**src/rtl/keyguard_pkg.sv**
```systemverilog
package keyguard_pkg;

    typedef enum logic [1:0] {
        ST_WAIT_K0 = 2'd0,
        ST_WAIT_K1 = 2'd1,
        ST_SETTLE  = 2'd2,
        ST_OPEN    = 2'd3
    } kg_state_e;

    // Decoded view of one bus cycle
    typedef struct packed {
        logic wr;
        logic hit_k0;
        logic hit_k1;
        logic hit_st;
        logic ok0;
        logic ok1;
    } kg_evt_t;

    // Next state of the key sequence checker
    function automatic kg_state_e seq_next(
        input kg_state_e cur,
        input logic      wr,
        input logic      hit0,
        input logic      hit1,
        input logic      ok0,
        input logic      ok1,
        input logic      cnt_zero
    );
        kg_state_e nxt;
        nxt = cur;
        case (cur)
            ST_WAIT_K0, ST_WAIT_K1: begin
                if (wr) begin
                    if (hit0)
                        nxt = ok0 ? ST_WAIT_K1 : ST_WAIT_K0;
                    else if (hit1 && ok1 && cur == ST_WAIT_K1)
                        nxt = ST_SETTLE;
                    else
                        nxt = ST_WAIT_K0;
                end
            end
            ST_SETTLE: if (cnt_zero) nxt = ST_OPEN;
            default:   nxt = ST_OPEN;
        endcase
        return nxt;
    endfunction

endpackage

```
**src/rtl/kg_decode.sv**
```systemverilog
module kg_decode
    import keyguard_pkg::*;
#(
    parameter int              ADDR_W     = 8,
    parameter int              DATA_W     = 32,
    parameter logic [ADDR_W-1:0] K0_ADDR  = 8'h70,
    parameter logic [ADDR_W-1:0] K1_ADDR  = 8'h74,
    parameter logic [ADDR_W-1:0] ST_ADDR  = 8'h50,
    parameter logic [DATA_W-1:0] KEY0     = 32'h83E7_0B13,
    parameter logic [DATA_W-1:0] KEY1     = 32'h95A4_F1E0
) (
    input  logic              bus_wr,
    input  logic [ADDR_W-1:0] bus_addr,
    input  logic [DATA_W-1:0] bus_wdata,
    output kg_evt_t           evt
);
    always_comb begin
        evt.wr     = bus_wr;
        evt.hit_k0 = (bus_addr == K0_ADDR);
        evt.hit_k1 = (bus_addr == K1_ADDR);
        evt.hit_st = (bus_addr == ST_ADDR);
        evt.ok0    = (bus_wdata == KEY0);
        evt.ok1    = (bus_wdata == KEY1);
    end
endmodule

```
**src/rtl/kg_kick_regs.sv**
```systemverilog
module kg_kick_regs #(
    parameter int DATA_W = 32,
    parameter int N_KICK = 2
) (
    input  logic                          clk,
    input  logic                          rst,
    input  logic [N_KICK-1:0]             wr_hit,
    input  logic [DATA_W-1:0]             wdata,
    output logic [N_KICK-1:0][DATA_W-1:0] kick_q
);
    for (genvar i = 0; i < N_KICK; i++) begin : g_kick
        always_ff @(posedge clk) begin
            if (rst)
                kick_q[i] <= '0;
            else if (wr_hit[i])
                kick_q[i] <= wdata;
        end
    end
endmodule

```
**src/rtl/kg_seq.sv**
```systemverilog
module kg_seq
    import keyguard_pkg::*;
#(
    parameter int SYNC_CYC = 4
) (
    input  logic clk,
    input  logic rst,
    input  logic wr,
    input  logic hit0,
    input  logic hit1,
    input  logic ok0,
    input  logic ok1,
    output logic open_o
);
    localparam int CNT_W = (SYNC_CYC > 1) ? $clog2(SYNC_CYC) : 1;

    kg_state_e  state_q, state_d;
    logic [CNT_W-1:0] cnt_q;

    assign state_d = seq_next(state_q, wr, hit0, hit1, ok0, ok1, cnt_q == '0);

    always_ff @(posedge clk) begin
        if (rst) begin
            state_q <= ST_WAIT_K0;
            cnt_q   <= '0;
        end else begin
            state_q <= state_d;
            if (state_q != ST_SETTLE && state_d == ST_SETTLE)
                cnt_q <= CNT_W'(SYNC_CYC - 1);
            else if (state_q == ST_SETTLE && cnt_q != '0)
                cnt_q <= cnt_q - 1'b1;
        end
    end

    assign open_o = (state_q == ST_OPEN);
endmodule

```
**src/rtl/kg_gate.sv**
```systemverilog
module kg_gate #(
    parameter int DATA_W   = 32,
    parameter int STAT_BIT = 23
) (
    input  logic              wr,
    input  logic              hit_k0,
    input  logic              hit_k1,
    input  logic              hit_st,
    input  logic              open_i,
    input  logic [DATA_W-1:0] kick0,
    input  logic [DATA_W-1:0] kick1,
    input  logic [DATA_W-1:0] prot_rdata,
    output logic [DATA_W-1:0] bus_rdata,
    output logic              prot_wr
);
    logic [DATA_W-1:0] stat_word;

    always_comb begin
        stat_word           = prot_rdata;
        stat_word[STAT_BIT] = open_i;
    end

    always_comb begin
        if (hit_k0)      bus_rdata = kick0;
        else if (hit_k1) bus_rdata = kick1;
        else if (hit_st) bus_rdata = stat_word;
        else             bus_rdata = prot_rdata;
    end

    assign prot_wr = wr && open_i && !hit_k0 && !hit_k1;
endmodule

```
**src/rtl/regfile_key_guard.sv**
```systemverilog
module regfile_key_guard
    import keyguard_pkg::*;
#(
    parameter int                ADDR_W   = 8,
    parameter int                DATA_W   = 32,
    parameter logic [ADDR_W-1:0] K0_ADDR  = 8'h70,
    parameter logic [ADDR_W-1:0] K1_ADDR  = 8'h74,
    parameter logic [ADDR_W-1:0] ST_ADDR  = 8'h50,
    parameter int                STAT_BIT = 23,
    parameter logic [DATA_W-1:0] KEY0     = 32'h83E7_0B13,
    parameter logic [DATA_W-1:0] KEY1     = 32'h95A4_F1E0,
    parameter int                SYNC_CYC = 4
) (
    input  logic              clk,
    input  logic              rst,
    input  logic              bus_wr,
    input  logic [ADDR_W-1:0] bus_addr,
    input  logic [DATA_W-1:0] bus_wdata,
    input  logic [DATA_W-1:0] prot_rdata,
    output logic [DATA_W-1:0] bus_rdata,
    output logic              prot_wr,
    output logic              unlocked
);
    localparam int N_KICK = 2;

    kg_evt_t                      evt;
    logic [N_KICK-1:0][DATA_W-1:0] kick_q;
    logic [N_KICK-1:0]            kick_wr;

    kg_decode #(
        .ADDR_W(ADDR_W), .DATA_W(DATA_W),
        .K0_ADDR(K0_ADDR), .K1_ADDR(K1_ADDR), .ST_ADDR(ST_ADDR),
        .KEY0(KEY0), .KEY1(KEY1)
    ) u_dec (
        .bus_wr(bus_wr), .bus_addr(bus_addr), .bus_wdata(bus_wdata), .evt(evt)
    );

    assign kick_wr = {evt.wr && evt.hit_k1, evt.wr && evt.hit_k0};

    kg_kick_regs #(.DATA_W(DATA_W), .N_KICK(N_KICK)) u_kick (
        .clk(clk), .rst(rst), .wr_hit(kick_wr), .wdata(bus_wdata), .kick_q(kick_q)
    );

    kg_seq #(.SYNC_CYC(SYNC_CYC)) u_seq (
        .clk(clk), .rst(rst), .wr(evt.wr),
        .hit0(evt.hit_k0), .hit1(evt.hit_k1),
        .ok0(evt.ok0), .ok1(evt.ok1),
        .open_o(unlocked)
    );

    kg_gate #(.DATA_W(DATA_W), .STAT_BIT(STAT_BIT)) u_gate (
        .wr(evt.wr), .hit_k0(evt.hit_k0), .hit_k1(evt.hit_k1), .hit_st(evt.hit_st),
        .open_i(unlocked), .kick0(kick_q[0]), .kick1(kick_q[1]),
        .prot_rdata(prot_rdata), .bus_rdata(bus_rdata), .prot_wr(prot_wr)
    );
endmodule

```
**config.mk**
```make
export PLATFORM = sky130hd
export DESIGN_NAME = regfile_key_guard
export DESIGN_NICKNAME = d
export VERILOG_FILES = /design/src/rtl/keyguard_pkg.sv /design/src/rtl/kg_decode.sv /design/src/rtl/kg_kick_regs.sv /design/src/rtl/kg_seq.sv /design/src/rtl/kg_gate.sv /design/src/rtl/regfile_key_guard.sv
export SDC_FILE = /design/constraint.sdc
export NUM_CORES = 1
export LEC_CHECK = 0
export BUFFER_PORTS_ARGS = -buffer_cell sky130_fd_sc_hd__buf_2
export CORE_ASPECT_RATIO = 0.9
export CORE_MARGIN = 2
export CORE_UTILIZATION = 43
export CTS_BUF_LIST = sky130_fd_sc_hd__clkbuf_16
export DETAILED_ROUTE_END_ITERATION = 7
export PLACE_DENSITY = 0.7
export REMOVE_ABC_BUFFERS = 1
export SLEW_MARGIN = 15
export SYNTH_ARGS = -nofsm -noshare
export SYNTH_HDL_FRONTEND = slang
export SYNTH_SLANG_ARGS = --single-unit
```
**constraint.sdc**
```tcl
create_clock -name clk -period 1.8 [get_ports clk]
set_input_delay 0.18 -clock clk [delete_from_list [all_inputs] [get_ports clk]]
set_output_delay 0.18 -clock clk [all_outputs]
set_load 0.02 [all_outputs]
```
; Yosys cells after proc, flatten, opt, wreduce, memory -nomap -nowiden
; Index checks and enable logic that the tools add are counted.
[totals]
regBits = 68
in_bits = 75
out_inout_bits = 34
wordCells = 42
[op_classes]
add_sub_neg = 1
n_eq_ne = 10
mux = 11
reduce_logical = 16
[ops]
columns = operator, n
row1 = $eq A32 B32 Y1 const B, 2
row2 = $mux W32, 2
row3 = $eq A8 B7 Y1 const B, 3
row4 = $mux W24, 1
row5 = $mux W2, 6
row6 = $logic_and A1 B1 Y1, 9
row7 = $eq A2 B2 Y1 const B, 3
row8 = $logic_not A2 Y1, 2
row9 = $pmux W2 S2, 1
row10 = $reduce_bool A2 Y1, 2
row11 = $eq A2 B1 Y1 const B, 1
row12 = $logic_not A1 Y1, 2
row13 = $ne A2 B2 Y1 const B, 1
row14 = $reduce_or A2 Y1, 1
row15 = $sub A2 B1 Y2 const B, 1
row16 = $mux W1, 1

; Logic depth before layout (Yosys ltp)
; Gate-level depths: netlist of the first run.
[logic_depth]
word_depth = 10
mapped_depth = 7
mapped_depth_nobuf = 6

; By module
; Synthesis of the first run repeated with hierarchy kept, for this count alone.
[unflattened]
hier_cells = 371
hier_area_um2 = 3484.6
[modules_own_cells]
columns = mod, n_inst, cells_each, area_per_inst_um2, seq_area_each_um2
row1 = kg_kick_regs, 1, 207, 2339.7, 1281.2
row2 = kg_gate, 1, 110, 725.7, 0.0
row3 = kg_seq, 1, 22, 209.0, 80.1
row4 = kg_decode, 1, 30, 197.7, 0.0
row5 = regfile_key_guard, 1, 2, 12.5, 0.0

; Worst setup path after synthesis of the first run
; OpenSTA, ideal clock, no wires.
[synth_path]
path_kind = input to output
start = input bus_addr[3]
end = output bus_rdata[23]
arrival_time_ns = 1.548
required_ns = 1.620
path_slack_ns = 0.072
path_stages = 4
n_path_buf = 0
path_cell_list = or4_1 or3_1 o211a_1 o21ai_1
[synth_between]
elab_chain_len = 4
elab_cells_between_ends = 6
cone_classes = eq/ne: 3 / mux: 3
[synth_rtl]
columns = element, line_no
row1 = from (decl), regfile_key_guard.sv:17  ; input logic [ADDR_W-1:0] bus_addr,
row2 = $eq A8 B7 Y1, kg_decode.sv:21  ; evt.hit_st = (bus_addr == ST_ADDR);
row3 = $mux W24, kg_gate.sv:26  ; else if (hit_st) bus_rdata = stat_word;
row4 = $mux W32, kg_gate.sv:25  ; else if (hit_k1) bus_rdata = kick1;
row5 = $mux W32 (*), kg_gate.sv:24  ; if (hit_k0) bus_rdata = kick0;
row6 = to (decl), regfile_key_guard.sv:20  ; output logic [DATA_W-1:0] bus_rdata,
; Every way passes the cells marked *; elsewhere a longest branch is shown, timed or not.

; Worst setup path in the final report of the first run
; Ends and elaborated chain as after synthesis.

==> impl_metrics.ini, run 1 <==
[worst_setup_path]
ff2ff_path_depth = 4
cp-end-kind = output port
critPathLaunch = bus_addr[3]
cpLargestDelayFamily = simple AND/OR/NAND/NOR gates
worstSetupPathDepth = 6
crit_type = in -> out
cp_data_arrival_time_ps = 1640
r2r-end = u_seq.cnt_q[0]$_SDFFE_PP0P_
cp-endpoint = bus_rdata[23]
r2r-start = u_seq.state_q[0]$_SDFF_PP0_
crit_required_ps = 1620
critPathLaunchType = primary input
path_max_fanout = 2
cp_slowest_cell = or4_4
path_buf_inv = 2
max_stage_delay_ps = 530
path_cells = buf_6 -> or4_4 -> or3_1 -> o211a_1 -> o21ai_1 -> buf_4
reg2reg_slack_ps = 190

[sta]
max_freq_mhz = 548
fin_worst_skew_ps = 2.25
rsz0062_at_grt = yes
tns_ps = -23.3
drv_slew = 0
fin_ws_ps = -23.3
setup_viol = 1
worstMarginPinSlew_ps = 700
period_needed_ps = 1820
hold_ws_ps = 126
relSlewSlack_pct = 53.4
post-route-period-util_pct = 101
hold_violations = 0

[cells_and_area]
final_area_sq_um = 4270
syn2layout_area_growth_pct = 29.0
antenna_cells = 0
final_util_pct = 56.9
layout-drive-gt1-share_pct = 27.5
final_net_count = 583

[clocking]
clk_latency_ps = 310
cts_root_buf = clkbuf_16
clockBufferDepth = 2
cts_buffers = 9
cts_tree = done
cts_sinks = 68
path_clk_slew_ps = 50
postCtsHoldBufs = 0
h-tree-depth = 3

[floorplan]
die_h_um = 87.2
start_util_pct = 44.1
die_x_um = 96.5
core-area_sq_um = 7510
dieArea_sq_um = 8420
rows = 30
ioPinCount = 109

[place]
placed_area_sq_um = 3990
hpwlAfterDp_um = 5940
gp_congestion = 0.767
portBuffers = 108

[global_routing]
grt_usage_pct = 21.4
antenna_found_initial = 0
grt_max_degree = 69
grt_overflow = 0
grt_first_pass_wirelength_um = 14100
grt_pass1_vias = 3033

[detailed_routing]
ant_nets = 0
routedWlPerCell_um = 14.2
wl_met1_um = 3700
vias = 3152
routed-wl-met2_um = 4200
drt-initial-drc-count = 165
highest_layer = met4
dr.pass1.iters = 4
drc_errors = 0
drt-total-wl_um = 8590
vias_per_cell = 5.20
wl_met3_um = 619

[synth]
syn_inst = 404
synth_most_common_cell = dfxtp_1
yosys.area.top_type = dfxtp_1
yosys_register_bits = 68
synth_area_sq_um = 3310
synth_cell_types = 33
syn_avg_cell_area_sq_um = 8.19
ys_top_cells_by_count = 68 x dfxtp_1, 66 x nand2_1, 65 x nor2_1, 64 x a21oi_1, 63 x mux2i_1
synthFlopType = dfxtp_1
synth-edff-count = 0
ys_async_sr_fraction_pct = 0
synthTopCellsByArea = dfxtp_1 41%, mux2i_1 19%, a21oi_1 9.7%, nand2_1 7.5%, nor2_1 7.4%
synth_top_area_share_pct = 41.1
seq_area_frac_synth_pct = 41.1
synth.yosys.warnings = 0

[flow_run]
max_cap_violations = 0

[worst_hold_path]
hold_depth = 3
hold_path_class = in -> reg

[power_and_ir_drop]
peakVddDrop_uv = 466
p_leak_nw = 2.24
power_density_nw_per_um2 = 776

[run_status]
violations = setup timing
status = complete, but fails checks
[placed cells by master, fill, tap and decap left out, types with 2 or more instances in the layout]
cell type  netlist  layout
nand4_1          3       3
o31ai_1          2       2
buf_12           0       3
o21ai_0          2       2
nand3_1          4       3
a211oi_1         2       2
dfxtp_1         68      68
clkbuf_16        0       9
buf_6            0       3
buf_2           10     105
inv_1            5       6
a21oi_1         64      64
or4_1            3       2
mux2i_1         63      63
nor4bb_1         5       5
nor2_1          65      65
clkinv_2         0       3
o21ai_1          2       2
nand2_1         66      65
buf_4            0      10
nor4b_1          4       4
[logic make-up (layout without fill, tap and decap cells)]
group / Yosys count / after routing / share of synthesized area (%)
muxes: 63 / 63 / 19.0
DFF: 68 / 68 / 41.1
adders and majority gates: 1 / 1 / 0.378
and+or+nand+nor: 162 / 162 / 23.0
buffers and inverters: 34 / 140 / 4.23
xor gates and xnor gates: 1 / 1 / 0.265
AOI/OAI and AO/OA: 75 / 75 / 11.9
[power breakdown]
group          total (mW)  switching (mW)  leakage (nW)  internal [mW]
combinational       0.329           0.188          1.56          0.141
clock                1.47           0.578         0.130          0.897
sequential           1.51        0.000876         0.547           1.51
[per-layer routing]
layer | global-route usage [%] | vias to the layer above
li1 | - | 1596
met4 | 6.02 | 0
met1 | 26.6 | 1450
met3 | 4.85 | 6
met5 | 0 | -
met2 | 37.1 | 100
[sequential cells by signal, summed over array words and instances, names as in the netlist]
register       count
u_kick.kick_q     64
u_seq.cnt_q        2
u_seq.state_q      2
[metrics by stage]
step                      instances  power (mW)  setup slack (ps)
after floorplan                 375        1.67              -802
after global routing            606        3.44             -49.3
final                           606        3.31             -23.3
after CTS                       606        3.35             -20.2
after detailed placement        592        1.86             -62.1
after global placement          592        1.86             0.819
[how the worst min path moves through the flow]
stage	from	to	slack (ps)
floorplan	rst	u_kick.kick_q[0]$_SDFFE_PP0P_	250
global placement	u_kick.kick_q[8]$_SDFFE_PP0P_	u_kick.kick_q[8]$_SDFFE_PP0P_	440
global route	bus_wdata[3]	u_kick.kick_q[3]$_SDFFE_PP0P_	130
finish	bus_wdata[8]	u_kick.kick_q[8]$_SDFFE_PP0P_	130
detailed placement	u_kick.kick_q[22]$_SDFFE_PP0P_	u_kick.kick_q[22]$_SDFFE_PP0P_	450
CTS	bus_wdata[8]	u_kick.kick_q[8]$_SDFFE_PP0P_	110
[what timing repair did]
action	in CTS	in global routing
resized for setup	3	4
buffers inserted	0	0
pin swaps	0	2
endpoints found under the setup margin	1	19
[worst min-delay path: cells and delay by family]
| kind | cells | cell delay, ps |
|---|---|---|
| and+or+nand+nor | 1 | 50 |
| AOI/OAI and AO/OA | 1 | 50 |
| buffers and inverters | 1 | 110 |
[cell type report]
class	instances	area (sq um)
Clock buffer	9	225
Clock inverter	5	22.5
Fill cell	719	3240
Inverter	5	18.8
Multi-Input combinational cell	302	1830
Sequential cell	68	1360
Tap cell	96	120
Timing Repair Buffer	121	694
Power figures use the tool's default switching activity.
==> run 2, diff against run 1 <==
--- a/config.mk
+++ b/config.mk
@@ -8,10 +8,10 @@
 export BUFFER_PORTS_ARGS = -buffer_cell sky130_fd_sc_hd__buf_2
 export CORE_ASPECT_RATIO = 0.9
 export CORE_MARGIN = 2
-export CORE_UTILIZATION = 43
+export CORE_UTILIZATION = 50
 export CTS_BUF_LIST = sky130_fd_sc_hd__clkbuf_16
 export DETAILED_ROUTE_END_ITERATION = 7
-export PLACE_DENSITY = 0.7
+export PLACE_DENSITY = 0.79
 export REMOVE_ABC_BUFFERS = 1
 export SLEW_MARGIN = 15
 export SYNTH_ARGS = -nofsm -noshare
==> constraint.sdc (replaced) <==
create_clock -name clk -period 1.8 [get_ports clk]
set_input_delay 0.18 -clock clk [delete_from_list [all_inputs] [get_ports clk]]
set_output_delay 0.18 -clock clk [all_outputs]
set_load 0.005 [all_outputs]
==> impl_metrics.ini, run 2 (synthesis gave the netlist of run 1 again) <==
[sta]
post-route-period-util_pct = 98.9
hold_violations = 0
hold_ws_ps = 113
fin_ws_ps = 18.9
period_needed_ps = 1780
worstMarginPinSlew_ps = 700
relSlewSlack_pct = 53.3
max_freq_mhz = 561
drv_slew = 0
setup_viol = 0
rsz0062_at_grt = yes
tns_ps = 0
fin_worst_skew_ps = 3.02

[floorplan]
start_util_pct = 51.1
ioPinCount = 109
core-area_sq_um = 6480
dieArea_sq_um = 7290
die_x_um = 89.8
die_h_um = 81.2
rows = 28

[cells_and_area]
final_area_sq_um = 4250
final_net_count = 582
final_util_pct = 65.6
layout-drive-gt1-share_pct = 27.6
mostFrequentLayoutCells = 106 x buf_2, 68 x dfxtp_1, 65 x nor2_1, 65 x nand2_1, 64 x a21oi_1
final_cell_count_no_fill = 601
antenna_cells = 0
syn2layout_area_growth_pct = 28.5
top_register = u_kick.kick_q
largest_reg_flops = 64
top_regs = u_kick.kick_q: 64 flops, u_seq.cnt_q: 2 flops, u_seq.state_q: 2 flops
layout_commonest_cell = buf_2

[run_status]
status = finished, final reports clean

[worst_setup_path]
crit_type = in -> out
r2r-start = u_seq.state_q[0]$_SDFF_PP0_
path_max_fanout = 2
r2r-end = u_seq.cnt_q[0]$_SDFFE_PP0P_
cp-endpoint = bus_rdata[23]
crit_required_ps = 1620
cp_data_arrival_time_ps = 1600
cp-end-kind = output port
ff2ff_path_depth = 4
critPathLaunchType = primary input
reg2reg_slack_ps = 190
critPathLaunch = bus_addr[3]

[global_routing]
grt_pass1_vias = 2987
grtUsageMet1_pct = 30.1
grt_use_met3_pct = 5.47
grt_usage_pct = 24.4
grt_use_met2_pct = 41.2
grt_max_degree = 69
grt_overflow = 0
antenna_found_initial = 0
grt_first_pass_wirelength_um = 14200
top_usage_layer = met2

[power_and_ir_drop]
power_density_nw_per_um2 = 781
power_mw = 3.32
pwr-share-clk_pct = 46.1
intPower_mw = 2.56
p_leak_nw = 2.23
p_sw_uw = 764
comb_power_share_pct = 8.5
peakVddDrop_uv = 613
p_seq_share_pct = 45.4
swShare_pct = 23.0

[clocking]
clockBufferDepth = 2
clk_latency_ps = 330
cts_tree = done
post_cts_buffers = 0
cts_root_buf = clkbuf_16
cts_buffers = 9
path_clk_slew_ps = 50
h-tree-depth = 3
cts_sinks = 68

[place]
placed_area_sq_um = 3970
hpwlAfterDp_um = 5930
post-place-ws_ps = -24.3
portBuffers = 108
gp_congestion = 0.784
numPlacedInstances = 585

[detailed_routing]
ant_nets = 0
drt-initial-drc-count = 87
drc_errors = 0
vias = 3170
drt-total-wl_um = 8760
dr.pass1.iters = 4
vias_per_cell = 5.27
routedWlPerCell_um = 14.6

[flow_run]
max_cap_violations = 0

[worst_hold_path]
hold_depth = 3
hold_path_class = in -> reg
[run 2: power by group through the flow]
stage	combinational, mW	clock [mW]	sequential, mW
floorplan	0.0796	0	1.54
global placement	0.267	0	1.54
detailed placement	0.273	0	1.54
CTS	0.277	1.56	1.51
global route	0.305	1.62	1.51
finish	0.281	1.53	1.51
[run 2: layout make-up]
class / instances / area [sq um]
clock buffer: 9 / 225
timing repair buffer: 120 / 668
sequential: 68 / 1360
fill: 575 / 2230
clock inverter: 7 / 35.0
tap: 90 / 113
multi-input combinational: 302 / 1830
inverter: 5 / 18.8
[run 2: worst min-delay path by stage]
stage / start / endpoint / slack, ps
6_report: bus_wdata[30] / u_kick.kick_q[30]$_SDFFE_PP0P_ / 110
5_1_grt: bus_wdata[13] / u_kick.kick_q[13]$_SDFFE_PP0P_ / 120
4_1_cts: bus_wdata[3] / u_kick.kick_q[3]$_SDFFE_PP0P_ / 100
3_5_place_dp: u_kick.kick_q[9]$_SDFFE_PP0P_ / u_kick.kick_q[9]$_SDFFE_PP0P_ / 450
3_3_place_gp: bus_wdata[8] / u_kick.kick_q[8]$_SDFFE_PP0P_ / 440
2_1_floorplan: rst / u_kick.kick_q[0]$_SDFFE_PP0P_ / 250
[run 2: timing repair]
item,CTS,global route
hold endpoints to repair,0,0
pin swaps,0,2
cloned,0,0
resized for setup,3,4
hold buffers,0,0
setup endpoints to repair,2,18
[run 2: per-layer routing]
layer  part of all wire [%]  routed length, um  up-vias
li1                       -                  -     1594
met1                     46               4040     1454
met2                     46               4070       98
met3                    4.8                419       24
met4                    2.6                227        0
met5                      0                  0        -
[run 2: worst max-delay path, cell delays in order]
cell and delay (ps):
buf_6 90, or4_4 530, or3_4 350, o211a_1 220, o21ai_1 110, buf_2 120
==> run 3, diff against run 2 <==
--- a/config.mk
+++ b/config.mk
@@ -7,7 +7,6 @@
 export LEC_CHECK = 0
 export BUFFER_PORTS_ARGS = -buffer_cell sky130_fd_sc_hd__buf_2
 export CORE_ASPECT_RATIO = 0.9
-export CORE_MARGIN = 2
 export CORE_UTILIZATION = 50
 export CTS_BUF_LIST = sky130_fd_sc_hd__clkbuf_16
 export DETAILED_ROUTE_END_ITERATION = 7
@@ -17,3 +16,4 @@
 export SYNTH_ARGS = -nofsm -noshare
 export SYNTH_HDL_FRONTEND = slang
 export SYNTH_SLANG_ARGS = --single-unit
+export TNS_END_PERCENT = 20
==> impl_metrics.ini, run 3 (synthesis gave the netlist of run 1 again) <==
[sta]
hold_violations = 0
relSlewSlack_pct = 53.6
tns_ps = 0
fin_worst_skew_ps = 3.55
fin_ws_ps = 8.64
setup_viol = 0
period_needed_ps = 1790
drv_slew = 0
post-route-period-util_pct = 99.5
max_freq_mhz = 558
rsz0062_at_grt = yes
worstMarginPinSlew_ps = 696

[cells_and_area]
antenna_cells = 0
top_register = u_kick.kick_q
final_cell_count_no_fill = 599
layout_commonest_cell = buf_2
syn2layout_area_growth_pct = 29.4
largest_reg_flops = 64
top_regs = u_kick.kick_q: 64 flops, u_seq.cnt_q: 2 flops, u_seq.state_q: 2 flops
final_net_count = 583
mostFrequentLayoutCells = 108 x buf_2, 68 x dfxtp_1, 65 x nor2_1, 65 x nand2_1, 64 x a21oi_1
layout-drive-gt1-share_pct = 27.9

[floorplan]
rows = 27
die_h_um = 79.2
die_x_um = 87.8
start_util_pct = 53.0
core-area_sq_um = 6250
dieArea_sq_um = 6950
ioPinCount = 109

[clocking]
cts_sinks = 68
cts_root_buf = clkbuf_16
h-tree-depth = 3
cts_tree = done
clk_latency_ps = 320
path_clk_slew_ps = 60
postCtsHoldBufs = 0
cts_buffers = 9
clockBufferDepth = 2

[power_and_ir_drop]
swShare_pct = 22.5
p_seq_share_pct = 43.2
power_density_nw_per_um2 = 815
pwr-share-clk_pct = 48.9
comb_power_share_pct = 7.9
p_leak_nw = 2.24
peakVddDrop_uv = 598
p_sw_uw = 788
intPower_mw = 2.71

[worst_setup_path]
crit_required_ps = 1620
reg2reg_slack_ps = 180
cp_data_arrival_time_ps = 1610
cp_slowest_cell = or4_4
critPathLaunchType = primary input
max_stage_delay_ps = 540
cp-endpoint = bus_rdata[23]
r2r-start = u_seq.state_q[0]$_SDFF_PP0_
cp-end-kind = output port
path_max_fanout = 3
cpMostUsedCell = buf_2
path_cells = buf_2 -> or4_4 -> or3_1 -> o211a_1 -> o21ai_2 -> buf_2
crit_type = in -> out
ff2ff_path_depth = 4
critPathLaunch = bus_addr[3]
r2r-end = u_seq.cnt_q[0]$_SDFFE_PP0P_

[detailed_routing]
drc_errors = 0
vias_per_cell = 5.31
drt-initial-drc-count = 140
routedWlPerCell_um = 14.0
drt-total-wl_um = 8390
dr.pass1.iters = 4
ant_nets = 0
vias = 3181

[global_routing]
grt_max_degree = 69
grt_first_pass_wirelength_um = 13400
grt_overflow = 0
grt_pass1_vias = 2946
grt_usage_pct = 24.8
antenna_found_initial = 0

[flow_run]
max_cap_violations = 0

[place]
numPlacedInstances = 583
hpwlAfterDp_um = 5930
portBuffers = 108
gp_congestion = 0.820
post-place-ws_ps = -7.24

[worst_hold_path]
hold_path_class = in -> reg
hold_depth = 3

[run_status]
status = finished, final reports clean
run 3: metal layers:
| metal | global-route usage (%) | up-vias | share of wire (%) |
|---|---|---|---|
| met4 | 6.56 | 0 | 0.98 |
| met1 | 30.7 | 1469 | 47 |
| li1 | - | 1597 | - |
| met2 | 42.6 | 109 | 47 |
| met5 | 0 | - | 0 |
| met3 | 6.24 | 6 | 5.4 |
run 3: layout make-up:
type                            count  area [sq um]
Clock buffer                        9           225
Clock inverter                      7          66.3
Fill cell                         521          1960
Inverter                            5          18.8
Multi-Input combinational cell    302          1830
Sequential cell                    68          1360
Tap cell                           87           109
Timing Repair Buffer              121           679
run 3: power groups by stage:
stage / Combinational, mW / Sequential (mW) / Clock (mW)
6_report: 0.278 / 1.51 / 1.71
5_1_grt: 0.304 / 1.51 / 1.80
4_1_cts: 0.276 / 1.51 / 1.73
3_5_place_dp: 0.274 / 1.54 / 0
3_3_place_gp: 0.269 / 1.54 / 0
2_1_floorplan: 0.0796 / 1.54 / 0
run 3: worst min-delay path by stage:
stage | from | end
6_report | bus_wdata[31] | u_kick.kick_q[31]$_SDFFE_PP0P_
3_3_place_gp | u_kick.kick_q[28]$_SDFFE_PP0P_ | u_kick.kick_q[28]$_SDFFE_PP0P_
2_1_floorplan | rst | u_kick.kick_q[0]$_SDFFE_PP0P_
3_5_place_dp | u_kick.kick_q[11]$_SDFFE_PP0P_ | u_kick.kick_q[11]$_SDFFE_PP0P_
4_1_cts | bus_wdata[31] | u_kick.kick_q[31]$_SDFFE_PP0P_
5_1_grt | bus_wdata[18] | u_kick.kick_q[50]$_SDFFE_PP0P_
run 3: metrics by stage:
stage | total power [mW] | instance area [sq um] | util (%) | hold slack, ps
finish | 3.49 | 4290 | 68.6 | 111
global route | 3.61 | 4290 | 68.6 | 123
CTS | 3.51 | 4280 | 68.4 | 110
detailed placement | 1.81 | 3980 | 63.7 | 447
global placement | 1.81 | 3980 | 63.7 | 442
floorplan | 1.62 | 3190 | - | 249
run 3: what timing repair did:
action | in CTS | in global routing
setup endpoints to repair | 1 | 12
resized for setup | 1 | 3
pin swaps | 0 | 1
setup buffers | 0 | 0
run 3: critical path, delay by kind of cell:
family | cells | cell delay [ps]
buffers and inverters | 2 | 250
and+or+nand+nor | 2 | 850
AOI/OAI and AO/OA | 2 | 340
